**config.mk**
```make
export PLATFORM = sky130hd
export DESIGN_NAME = bq_host_if
export DESIGN_NICKNAME = d
export VERILOG_FILES = /design/src/rtl/bq_pkg.sv /design/src/rtl/bq_txcount.sv /design/src/rtl/bq_regfile.sv /design/src/rtl/bq_host_fsm.sv /design/src/rtl/bq_host_if.sv
export SDC_FILE = /design/constraint.sdc
export NUM_CORES = 1
export LEC_CHECK = 0
export BUFFER_PORTS_ARGS = -buffer_cell sky130_fd_sc_hd__buf_2
export CAP_MARGIN = 10
export CELL_PAD_IN_SITES_DETAIL_PLACEMENT = 0
export CELL_PAD_IN_SITES_GLOBAL_PLACEMENT = 1
export CORE_ASPECT_RATIO = 0.8
export CORE_MARGIN = 1.5
export CORE_UTILIZATION = 35
export DETAILED_ROUTE_END_ITERATION = 12
export GPL_ROUTABILITY_DRIVEN = 0
export PLACE_DENSITY_LB_ADDON = 0.1
export SETUP_SLACK_MARGIN = 0.1
export SYNTH_ARGS = -nofsm -noshare
export SYNTH_HDL_FRONTEND = slang
export SYNTH_SLANG_ARGS = --single-unit
```
**constraint.sdc**
```tcl
create_clock -name clk -period 3.46 [get_ports clk]
set_input_delay 0.173 -clock clk [delete_from_list [all_inputs] [get_ports clk]]
set_output_delay 0.173 -clock clk [all_outputs]
set_load 0.005 [all_outputs]
```
**src/rtl/bq_pkg.sv**
```systemverilog
package bq_pkg;
    localparam int DW       = 16;
    localparam int NSEL     = 5;
    localparam int A_MEM    = 15;
    localparam int A_INC    = 14;
    localparam int A_RLD    = 8;
    localparam int SEL_HEAD = 0;
    localparam int SEL_BASE = 1;
    localparam int SEL_RXP  = 2;
    localparam int SEL_CNT  = 3;
    localparam int SEL_CMD  = 4;
    localparam int CMD_GO   = 0;
    localparam int CMD_STOP = 1;
    localparam int STB_RUN  = 15;
    localparam int STB_REN  = 14;
    localparam int STB_SPC  = 13;
    localparam int STB_IRQ  = 12;

    typedef enum logic [3:0] {
        ST_IDLE, ST_DEC, ST_REGWR, ST_REGRD, ST_MWR,
        ST_MRD, ST_MWAIT, ST_LRD, ST_LWAIT, ST_ACK, ST_DONE
    } bq_state_e;
endpackage

```
**src/rtl/bq_txcount.sv**
```systemverilog
module bq_txcount #(
    parameter int QDEPTH = 16,
    parameter int CW     = 5
) (
    input  logic          clk,
    input  logic          rst_n,
    input  logic          inc,
    input  logic          dec,
    input  logic          ld,
    input  logic [CW-1:0] ld_val,
    output logic [CW-1:0] cnt,
    output logic          tx_space
);
    localparam logic [CW-1:0] FULL = CW'(QDEPTH);

    logic inc_ok;
    logic dec_ok;

    assign inc_ok   = inc && (cnt < FULL);
    assign dec_ok   = dec && (cnt != '0);
    assign tx_space = (cnt < FULL);

    always_ff @(posedge clk) begin
        if (!rst_n) begin
            cnt <= '0;
        end else if (ld) begin
            cnt <= (ld_val > FULL) ? FULL : ld_val;
        end else begin
            unique case ({inc_ok, dec_ok})
                2'b10:   cnt <= cnt + 1'b1;
                2'b01:   cnt <= cnt - 1'b1;
                default: cnt <= cnt;
            endcase
        end
    end

    p_cnt_bound_r6: assert property (@(posedge clk) disable iff (!rst_n)
        cnt <= FULL);
    p_full_hold_r6: assert property (@(posedge clk) disable iff (!rst_n)
        (cnt == FULL && inc && !dec && !ld) |=> (cnt == FULL));
    p_inc_step_r5: assert property (@(posedge clk) disable iff (!rst_n)
        (cnt < FULL && inc && !dec && !ld) |=> (cnt == CW'($past(cnt) + 1'b1)));
endmodule

```
**src/rtl/bq_regfile.sv**
```systemverilog
module bq_regfile
    import bq_pkg::*;
#(
    parameter int BUF_W = 8,
    parameter int CW    = 5
) (
    input  logic             clk,
    input  logic             rst_n,
    input  logic             reg_wr,
    input  logic [NSEL-1:0]  sel,
    input  logic [DW-1:0]    wdata,
    input  logic             rxp_load,
    input  logic [BUF_W-1:0] rxp_next,
    input  logic [BUF_W-1:0] rx_wr_ptr,
    input  logic [CW-1:0]    cnt,
    input  logic             tx_space,
    output logic [DW-1:0]    reg_rdata,
    output logic [BUF_W-1:0] rxp,
    output logic             rx_irq,
    output logic             rx_en,
    output logic             tx_run
);
    logic [BUF_W-1:0] head_q;
    logic [BUF_W-1:0] base_q;
    logic [DW-1:0]    stat;
    logic             unused_wdata;

    assign unused_wdata = ^wdata;
    assign rx_irq = (rxp != rx_wr_ptr);
    assign rx_en  = (head_q != base_q);

    always_ff @(posedge clk) begin
        if (!rst_n) begin
            head_q <= '0;
            base_q <= '0;
        end else if (reg_wr) begin
            if (sel[SEL_HEAD]) head_q <= wdata[BUF_W-1:0];
            if (sel[SEL_BASE]) base_q <= wdata[BUF_W-1:0];
        end
    end

    always_ff @(posedge clk) begin
        if (!rst_n) begin
            rxp <= '0;
        end else if (reg_wr && sel[SEL_RXP]) begin
            rxp <= wdata[BUF_W-1:0];
        end else if (rxp_load) begin
            rxp <= rxp_next;
        end
    end

    always_ff @(posedge clk) begin
        if (!rst_n) begin
            tx_run <= 1'b0;
        end else if (reg_wr && sel[SEL_CMD]) begin
            if (wdata[CMD_STOP])     tx_run <= 1'b0;
            else if (wdata[CMD_GO])  tx_run <= 1'b1;
        end
    end

    always_comb begin
        stat              = '0;
        stat[STB_RUN]     = tx_run;
        stat[STB_REN]     = rx_en;
        stat[STB_SPC]     = tx_space;
        stat[STB_IRQ]     = rx_irq;
        stat[BUF_W-1:0]   = rxp;
    end

    always_comb begin
        if (sel[0])      reg_rdata = stat;
        else if (sel[1]) reg_rdata = {{(DW-BUF_W){1'b0}}, head_q};
        else if (sel[2]) reg_rdata = {{(DW-BUF_W){1'b0}}, base_q};
        else if (sel[3]) reg_rdata = {{(DW-CW){1'b0}}, cnt};
        else if (sel[4]) reg_rdata = {{(DW-1){1'b0}}, tx_run};
        else             reg_rdata = '0;
    end

    p_stop_wins_r4: assert property (@(posedge clk) disable iff (!rst_n)
        (reg_wr && sel[SEL_CMD] && wdata[CMD_STOP]) |=> !tx_run);
    p_run_hold_r4: assert property (@(posedge clk) disable iff (!rst_n)
        !(reg_wr && sel[SEL_CMD]) |=> $stable(tx_run));
    p_rxp_hold_r8: assert property (@(posedge clk) disable iff (!rst_n)
        (!rxp_load && !(reg_wr && sel[SEL_RXP])) |=> $stable(rxp));
endmodule

```
**src/rtl/bq_host_fsm.sv**
```systemverilog
module bq_host_fsm
    import bq_pkg::*;
#(
    parameter int BUF_W      = 8,
    parameter int LINK_SHIFT = 4,
    parameter int MAW        = 12
) (
    input  logic             clk,
    input  logic             rst_n,
    input  logic             hreq,
    input  logic             hwr,
    input  logic [DW-1:0]    haddr,
    input  logic [DW-1:0]    hwdata,
    output logic             hack,
    output logic [DW-1:0]    hrdata,
    output logic             mem_en,
    output logic             mem_we,
    output logic [MAW-1:0]   mem_addr,
    output logic [DW-1:0]    mem_wdata,
    input  logic [DW-1:0]    mem_rdata,
    input  logic [DW-1:0]    reg_rdata,
    input  logic             rx_pending,
    input  logic [BUF_W-1:0] rxp,
    output logic [NSEL-1:0]  sel,
    output logic [DW-1:0]    wdata,
    output logic             reg_wr,
    output logic             inc_pulse,
    output logic             rxp_load,
    output logic [BUF_W-1:0] rxp_next
);
    bq_state_e     state;
    bq_state_e     nxt;
    logic [DW-1:0] a_q;
    logic [DW-1:0] d_q;
    logic [DW-1:0] rd_q;
    logic          wr_q;
    logic          unused_bits;

    assign unused_bits = ^{a_q, mem_rdata};

    always_ff @(posedge clk) begin
        if (!rst_n) state <= ST_IDLE;
        else        state <= nxt;
    end

    always_ff @(posedge clk) begin
        if (!rst_n) begin
            a_q  <= '0;
            d_q  <= '0;
            wr_q <= 1'b0;
        end else if (state == ST_IDLE && hreq) begin
            a_q  <= haddr;
            d_q  <= hwdata;
            wr_q <= hwr;
        end
    end

    always_ff @(posedge clk) begin
        if (!rst_n)                 rd_q <= '0;
        else if (state == ST_DEC)   rd_q <= '0;
        else if (state == ST_REGRD) rd_q <= reg_rdata;
        else if (state == ST_MWAIT) rd_q <= mem_rdata;
    end

    always_comb begin
        nxt = state;
        unique case (state)
            ST_IDLE:  if (hreq) nxt = ST_DEC;
            ST_DEC: begin
                if (a_q[A_MEM]) nxt = wr_q ? ST_MWR : ST_MRD;
                else            nxt = wr_q ? ST_REGWR : ST_REGRD;
            end
            ST_REGWR: nxt = ST_ACK;
            ST_REGRD: nxt = (a_q[A_RLD] && rx_pending) ? ST_LRD : ST_ACK;
            ST_MWR:   nxt = ST_ACK;
            ST_MRD:   nxt = ST_MWAIT;
            ST_MWAIT: nxt = ST_ACK;
            ST_LRD:   nxt = ST_LWAIT;
            ST_LWAIT: nxt = ST_ACK;
            ST_ACK:   nxt = ST_DONE;
            ST_DONE:  if (!hreq) nxt = ST_IDLE;
            default:  nxt = ST_IDLE;
        endcase
    end

    always_comb begin
        hack      = 1'b0;
        mem_en    = 1'b0;
        mem_we    = 1'b0;
        mem_addr  = a_q[MAW-1:0];
        reg_wr    = 1'b0;
        inc_pulse = 1'b0;
        rxp_load  = 1'b0;
        unique case (state)
            ST_REGWR: reg_wr = 1'b1;
            ST_MWR: begin
                mem_en    = 1'b1;
                mem_we    = 1'b1;
                inc_pulse = a_q[A_INC];
            end
            ST_MRD:   mem_en = 1'b1;
            ST_LRD: begin
                mem_en   = 1'b1;
                mem_addr = {rxp, {LINK_SHIFT{1'b0}}};
            end
            ST_LWAIT: rxp_load = 1'b1;
            ST_ACK:   hack = 1'b1;
            default: ;
        endcase
    end

    assign hrdata    = rd_q;
    assign mem_wdata = d_q;
    assign wdata     = d_q;
    assign sel       = a_q[NSEL-1:0];
    assign rxp_next  = mem_rdata[BUF_W-1:0];

    p_ack_single_r9: assert property (@(posedge clk) disable iff (!rst_n)
        hack |=> !hack);
    p_we_has_en_r10: assert property (@(posedge clk) disable iff (!rst_n)
        mem_we |-> mem_en);
    p_idle_reload_r8: assert property (@(posedge clk) disable iff (!rst_n)
        (state == ST_REGRD && !rx_pending) |=> (state == ST_ACK));
    p_reg_mem_excl_r3: assert property (@(posedge clk) disable iff (!rst_n)
        !(reg_wr && mem_en));
endmodule

```
**src/rtl/bq_host_if.sv**
```systemverilog
module bq_host_if
    import bq_pkg::*;
#(
    parameter int BUF_W      = 8,
    parameter int LINK_SHIFT = 4,
    parameter int QDEPTH     = 16,
    localparam int MAW       = BUF_W + LINK_SHIFT,
    localparam int CW        = $clog2(QDEPTH + 1)
) (
    input  logic             clk,
    input  logic             rst_n,
    input  logic             hreq,
    input  logic             hwr,
    input  logic [15:0]      haddr,
    input  logic [15:0]      hwdata,
    output logic             hack,
    output logic [15:0]      hrdata,
    output logic             mem_en,
    output logic             mem_we,
    output logic [MAW-1:0]   mem_addr,
    output logic [15:0]      mem_wdata,
    input  logic [15:0]      mem_rdata,
    input  logic [BUF_W-1:0] rx_wr_ptr,
    input  logic             tx_done,
    output logic             rx_irq,
    output logic             rx_en,
    output logic             tx_space,
    output logic             tx_run
);
    logic [NSEL-1:0]  sel;
    logic [DW-1:0]    wdata;
    logic [DW-1:0]    reg_rdata;
    logic             reg_wr;
    logic             inc_pulse;
    logic             rxp_load;
    logic [BUF_W-1:0] rxp_next;
    logic [BUF_W-1:0] rxp;
    logic [CW-1:0]    cnt;

    bq_host_fsm #(.BUF_W(BUF_W), .LINK_SHIFT(LINK_SHIFT), .MAW(MAW)) u_fsm (
        .clk(clk), .rst_n(rst_n), .hreq(hreq), .hwr(hwr), .haddr(haddr),
        .hwdata(hwdata), .hack(hack), .hrdata(hrdata), .mem_en(mem_en),
        .mem_we(mem_we), .mem_addr(mem_addr), .mem_wdata(mem_wdata),
        .mem_rdata(mem_rdata), .reg_rdata(reg_rdata), .rx_pending(rx_irq),
        .rxp(rxp), .sel(sel), .wdata(wdata), .reg_wr(reg_wr),
        .inc_pulse(inc_pulse), .rxp_load(rxp_load), .rxp_next(rxp_next)
    );

    bq_regfile #(.BUF_W(BUF_W), .CW(CW)) u_regs (
        .clk(clk), .rst_n(rst_n), .reg_wr(reg_wr), .sel(sel), .wdata(wdata),
        .rxp_load(rxp_load), .rxp_next(rxp_next), .rx_wr_ptr(rx_wr_ptr),
        .cnt(cnt), .tx_space(tx_space), .reg_rdata(reg_rdata), .rxp(rxp),
        .rx_irq(rx_irq), .rx_en(rx_en), .tx_run(tx_run)
    );

    bq_txcount #(.QDEPTH(QDEPTH), .CW(CW)) u_cnt (
        .clk(clk), .rst_n(rst_n), .inc(inc_pulse), .dec(tx_done),
        .ld(reg_wr && sel[SEL_CNT]), .ld_val(wdata[CW-1:0]),
        .cnt(cnt), .tx_space(tx_space)
    );
endmodule

```
-- Word level (Yosys, flattened, before mapping)
Cells that the tools add are included.
- bits in latches: 0
- register bits after elaboration: 83
- output and inout bits: 51
- memory bits (writable): 0
- memories: 0
- logic and storage cells: 79
- input bits: 61
- bits in read-only memories: 0
- eq/ne operators: 16
- multipliers: 0
- magnitude comparators: 2
- shifts and indexed selects: 0
- reductions and logical operators: 20
- bitwise gates (word level): 1
- divide/modulo/power cells: 0
- $add $sub $neg: 2
- mux-type cells: 28
- operators by type and width (kind ; count):
    16-bit two-way mux ; 6
    4-bit case mux with 8 select lines ; 1
    4-bit by 3-bit equality test with 1-bit output (second input constant) ; 4
    4-bit two-way mux ; 4
    8-bit two-way mux ; 2
    8-bit != test ; 2
    4-bit equality test (second input constant) ; 3
    12-bit two-way mux ; 1
    1-bit two-way mux ; 11
    5-bit two-way mux ; 2
    5-bit case mux with 2 select lines ; 1
    4-bit by 2-bit equality test with 1-bit output (second input constant) ; 2
    2-bit AND reduction ; 4
    1-bit logical AND ; 7
    2-bit nonzero test ; 3
    5-bit by 1-bit adder with 5-bit output (second input constant) ; 1
    5-bit greater-than comparator (second input constant) ; 1
    5-bit < comparator (second input constant) ; 1
    5-bit nonzero test ; 1
    5-bit by 1-bit subtractor with 5-bit output (second input constant) ; 1
    4-bit by 1-bit equality test with 1-bit output (second input constant) ; 1
    4-bit zero test ; 1
    2-bit != test (second input constant) ; 2
    4-bit OR reduction ; 1
    other kinds (6) ; 6

-- Logic depth before layout (Yosys ltp)
- depth in word-level cells: 6
- mapped depth: 13
- mapped depth without buffers: 11

-- Modules after synthesis
A second synthesis with hierarchy kept.
- cell total of the unflattened synthesis: 570
- area, all modules: 4809.6 um^2
- by module, submodules not included (module ; instances ; area each (um^2) ; cells each ; seq. area each (um^2)):
    bq_host_fsm ; 1 ; 2827.7 ; 325 ; 1021.0
    bq_regfile ; 1 ; 1512.7 ; 185 ; 500.5
    bq_txcount ; 1 ; 462.9 ; 59 ; 100.1
    bq_host_if ; 1 ; 6.3 ; 1 ; 0.0

-- Worst setup path before layout
OpenSTA, ideal clock, no wires.
- kind: register to register
- start: reg u_fsm.state[2]
- end: reg u_cnt.cnt[2]
- path buffers: 2
- stages on the path, launching flop included: 13
- required time: 3.369 ns
- clock period less this slack: 2.635 ns
- arrival: 2.544 ns
- setup time: 0.091 ns
- setup slack: 0.825 ns
- cells stage by stage: dfxtp_1 > buf_2 > nand2_1 > nor3_1 > nand3_1 > ha_1 > clkbuf_1 > xor2_1 > ha_1 > a21oi_1 > xor2_1 > or3_1 > a311oi_1
- longest elaborated chain between the ends: 6
- elaborated cells on any way between the ends: 11
- classes of those cells: eq/ne (4); mux (4); reduce/logical (3)
- RTL lines (item ; RTL line ; RTL):
    from (decl) ; bq_host_fsm.sv:31 ; bq_state_e state;
    from (signal assigned) ; bq_host_fsm.sv:43 ; else state <= nxt;
    4-bit by 3-bit equality test with 1-bit output ; bq_host_fsm.sv:94 ; unique case (state)
    1-bit two-way mux ; bq_host_fsm.sv:94 ;
    1-bit logical AND ; bq_txcount.sv:19 ; assign inc_ok = inc && (cnt < FULL);
    2-bit by 1-bit equality test with 1-bit output or 2-bit equality test (tied branches) ; bq_txcount.sv:29 ; unique case ({inc_ok, dec_ok})
    5-bit case mux with 2 select lines ; bq_txcount.sv:29 ;
    5-bit two-way mux ; bq_txcount.sv:26 ; end else if (ld) begin
    to (signal assigned) ; bq_txcount.sv:27 ; cnt <= (ld_val > FULL) ? FULL : ld_val;
    to (signal assigned) ; bq_txcount.sv:30 ; 2'b10: cnt <= cnt + 1'b1;
    to (signal assigned) ; bq_txcount.sv:31 ; 2'b01: cnt <= cnt - 1'b1;
    to (decl) ; bq_txcount.sv:11 ; output logic [CW-1:0] cnt,
Several ways; a longest one is shown, not always the timed one.
A chain may end at the register's enable or synchronous reset.

-- Worst setup path in the final report
Same ends and word-level chain as after synthesis.

==> metrics.cfg <==
[timing]
period_needed_ns = 2.88
fin_crit_sh_pct = 83.3
hold_violations = 0
drv_slew = 0
clock.fmax_mhz = 347
rsz0062_at_grt = no
worstMarginPinSlew_ns = 0.922
tns_ns = 0
setup_viol = 0
clock_skew_ns = 0.00904
slew_headroom_pct = 38.4

[power]
leakage_nw = 2.05
p_per_area_nw_per_um2 = 539
vdd_drop_max_uv = 244

[global_routing]
grt_pass1_vias = 3689
antenna_found_initial = 0
grt_max_degree = 37
grt_usage_pct = 20.4
grt_pass1_wl_um = 19100
grt_overflow = 0

[clocking]
cts_resized = 0
cts_tree = done
cts-root-buf = clkbuf_16
cts_buffers = 9
cts.path.max_buffers = 2
numClockSinks = 81
hold_buffers = 0
clkTransAtPathRegs_ns = 0.06
post_cts_buffers = 0
htree_num_levels = 3
insertion_delay_ns = 0.34

[finish]
fillers = 1164
final_area_um2 = 4970
synthToLayoutAreaGrowth_pct = 23.8
drive_gt1_share_pct = 24.5
fin_cells = 744
antenna_cells = 0
fin_nets = 659

[yosys]
synth_fp_nets = 568
synth-async-reset-ratio_pct = 0
synthDistinctLibCells = 52
yosysSeqAreaShare_pct = 40.4
yosys_warnings = 0
ys_seq_elements = 81
postSynthCellCount = 504
ys.flop_type = dfxtp_1
synth_edf_count = 0
synth.avg_cell_area_um2 = 7.96
syn_area_um2 = 4010

[worst_setup_path]
worst-path-max-fanout = 15
arrival_ns = 3.13
path_class = flip-flop to flip-flop
reg2reg_slack_ns = 0.58
critPathLaunchType = flip-flop
critPathCaptureType = flip-flop
worst-endpoint-required_ns = 3.71

[floorplan]
die-area_um2 = 12100
fp.coreArea_um2 = 11000
io_pins = 112
rows = 34
start_util_pct = 36.4
die_w_um = 123
fp.dieH_um = 98.7

[placement]
dp_cells = 728
portBuffers = 109
placed_area_um2 = 4640
dp_hpwl_um = 8780

[routing]
dr.pass1.iters = 4
wire_per_inst_um = 16.1
drt_wl_total_um = 12000
via_per_inst = 5.24
ant_nets = 0
drc_errors = 0
dr_total_vias = 3901
drt_iter0_drc = 219

[worst_hold_path]
hp-class = primary input to flip-flop

[status]
status = complete, no violations

[run]
drv_cap = 0

## logic make-up after synthesis
kind of cell,after synthesis,share of synthesized area [%]
buf+inv,49,4.96
fa+ha+maj,3,0.936
simple gates,192,23.2
xor+xnor,21,4.59
compound gates,142,21.6
flops,81,40.4
mux,16,4.27
## per-layer routing
layer / global-route usage (%) / wire length, um / up-vias
met3: 4.11 / 572 / 9
met4: 4.56 / 102 / 0
met5: 0 / 0 / -
met1: 27.7 / 5780 / 1828
li1: - / - / 1973
met2: 33.2 / 5540 / 91
## layout by cell type (no fill, tap or decap), types with 3 or more instances in the layout
cell,Yosys,layout
a211oi_1,10,10
a21oi_1,75,75
a22oi_1,8,8
a311oi_1,5,5
a31oi_1,6,6
and2_1,4,4
buf_2,5,109
buf_4,0,8
clkbuf_1,29,3
clkbuf_16,0,9
dfxtp_1,81,81
ha_1,3,3
inv_1,11,10
mux2_2,9,9
mux2i_1,7,7
nand2_1,103,103
nand3_1,23,23
nand3b_1,7,7
nand4_1,3,3
nor2_1,18,18
nor2b_1,8,8
nor3_1,5,5
nor4_1,4,4
o211ai_1,3,3
o21ai_0,15,15
o221ai_1,7,7
xnor2_1,9,9
xor2_1,12,12
## sequential cells by signal (all words and copies together), names as in the netlist
signal	flops
u_fsm.a_q	14
u_regs.tx_run	1
u_fsm.hrdata	16
u_cnt.cnt	5
u_fsm.wr_q	1
u_regs.rxp	8
u_regs.head_q	8
u_fsm.state	4
u_fsm.mem_wdata	16
u_regs.base_q	8
## path summary, 6_finish.rpt
kind	start	to	cells after the start
hold reg to reg	u_fsm.mem_wdata[14]	u_fsm.mem_wdata[14]	2
setup reg to reg	u_fsm.state[2]	u_cnt.cnt[2]	10
setup / recovery	u_fsm.state[2]	u_cnt.cnt[2]	10
hold / removal	haddr[5]	u_fsm.a_q[5]	3
## report_power, final
group	total, mW	internal [mW]	leakage, nW	switching (mW)
Combinational	0.522	0.224	1.24	0.299
Clock	1.04	0.673	0.157	0.366
Sequential	1.12	1.00	0.658	0.114
## critical path, cell delays in order, from the launching register on
cell and delay (ns):
dfxtp_1 0.68, nand2_1 0.15, nor3_1 0.28, nand3_1 0.16, ha_1 0.31, xor2_1 0.18
ha_1 0.22, a21oi_1 0.15, xor2_1 0.10, or3_1 0.31, a311oi_1 0.25
## cell type report
cell class	count	area, um2	area share [%]
repair buffers	117	606	12.2
inverters	12	45.0	0.907
multi-input cells	374	2190	44.1
clock buffers	14	264	5.32
clock inverters	2	60.1	1.21
well taps	144	180	3.63
flip-flops and latches	81	1620	32.7
## synthesized netlist by cell type (6+ instances only)
cell / n / area, um2
nand2_1: 103 / 387
a22oi_1: 8 / 60.1
mux2i_1: 7 / 70.1
a21oi_1: 75 / 375
nor2b_1: 8 / 50.1
nand3_1: 23 / 115
nand3b_1: 7 / 52.6
a31oi_1: 6 / 37.5
inv_1: 11 / 41.3
nor2_1: 18 / 67.6
mux2_2: 9 / 101
xor2_1: 12 / 105
clkbuf_1: 29 / 109
o21ai_0: 15 / 75.1
xnor2_1: 9 / 78.8
dfxtp_1: 81 / 1620
a211oi_1: 10 / 75.1
o221ai_1: 7 / 61.3
## per-stage QoR
stage	total power, mW	util, %	setup WS [ns]	hold slack (ns)
final	2.68	45.1	0.577	0.0709
after floorplan	1.46	-	0.825	0.309
after CTS	2.71	45.1	0.578	0.0598
after global routing	2.82	45.1	0.264	0.0680
after detailed placement	1.67	42.1	0.624	0.421
after global placement	1.66	42.1	0.628	0.416
No activity file was read; power rests on OpenSTA's default activity.
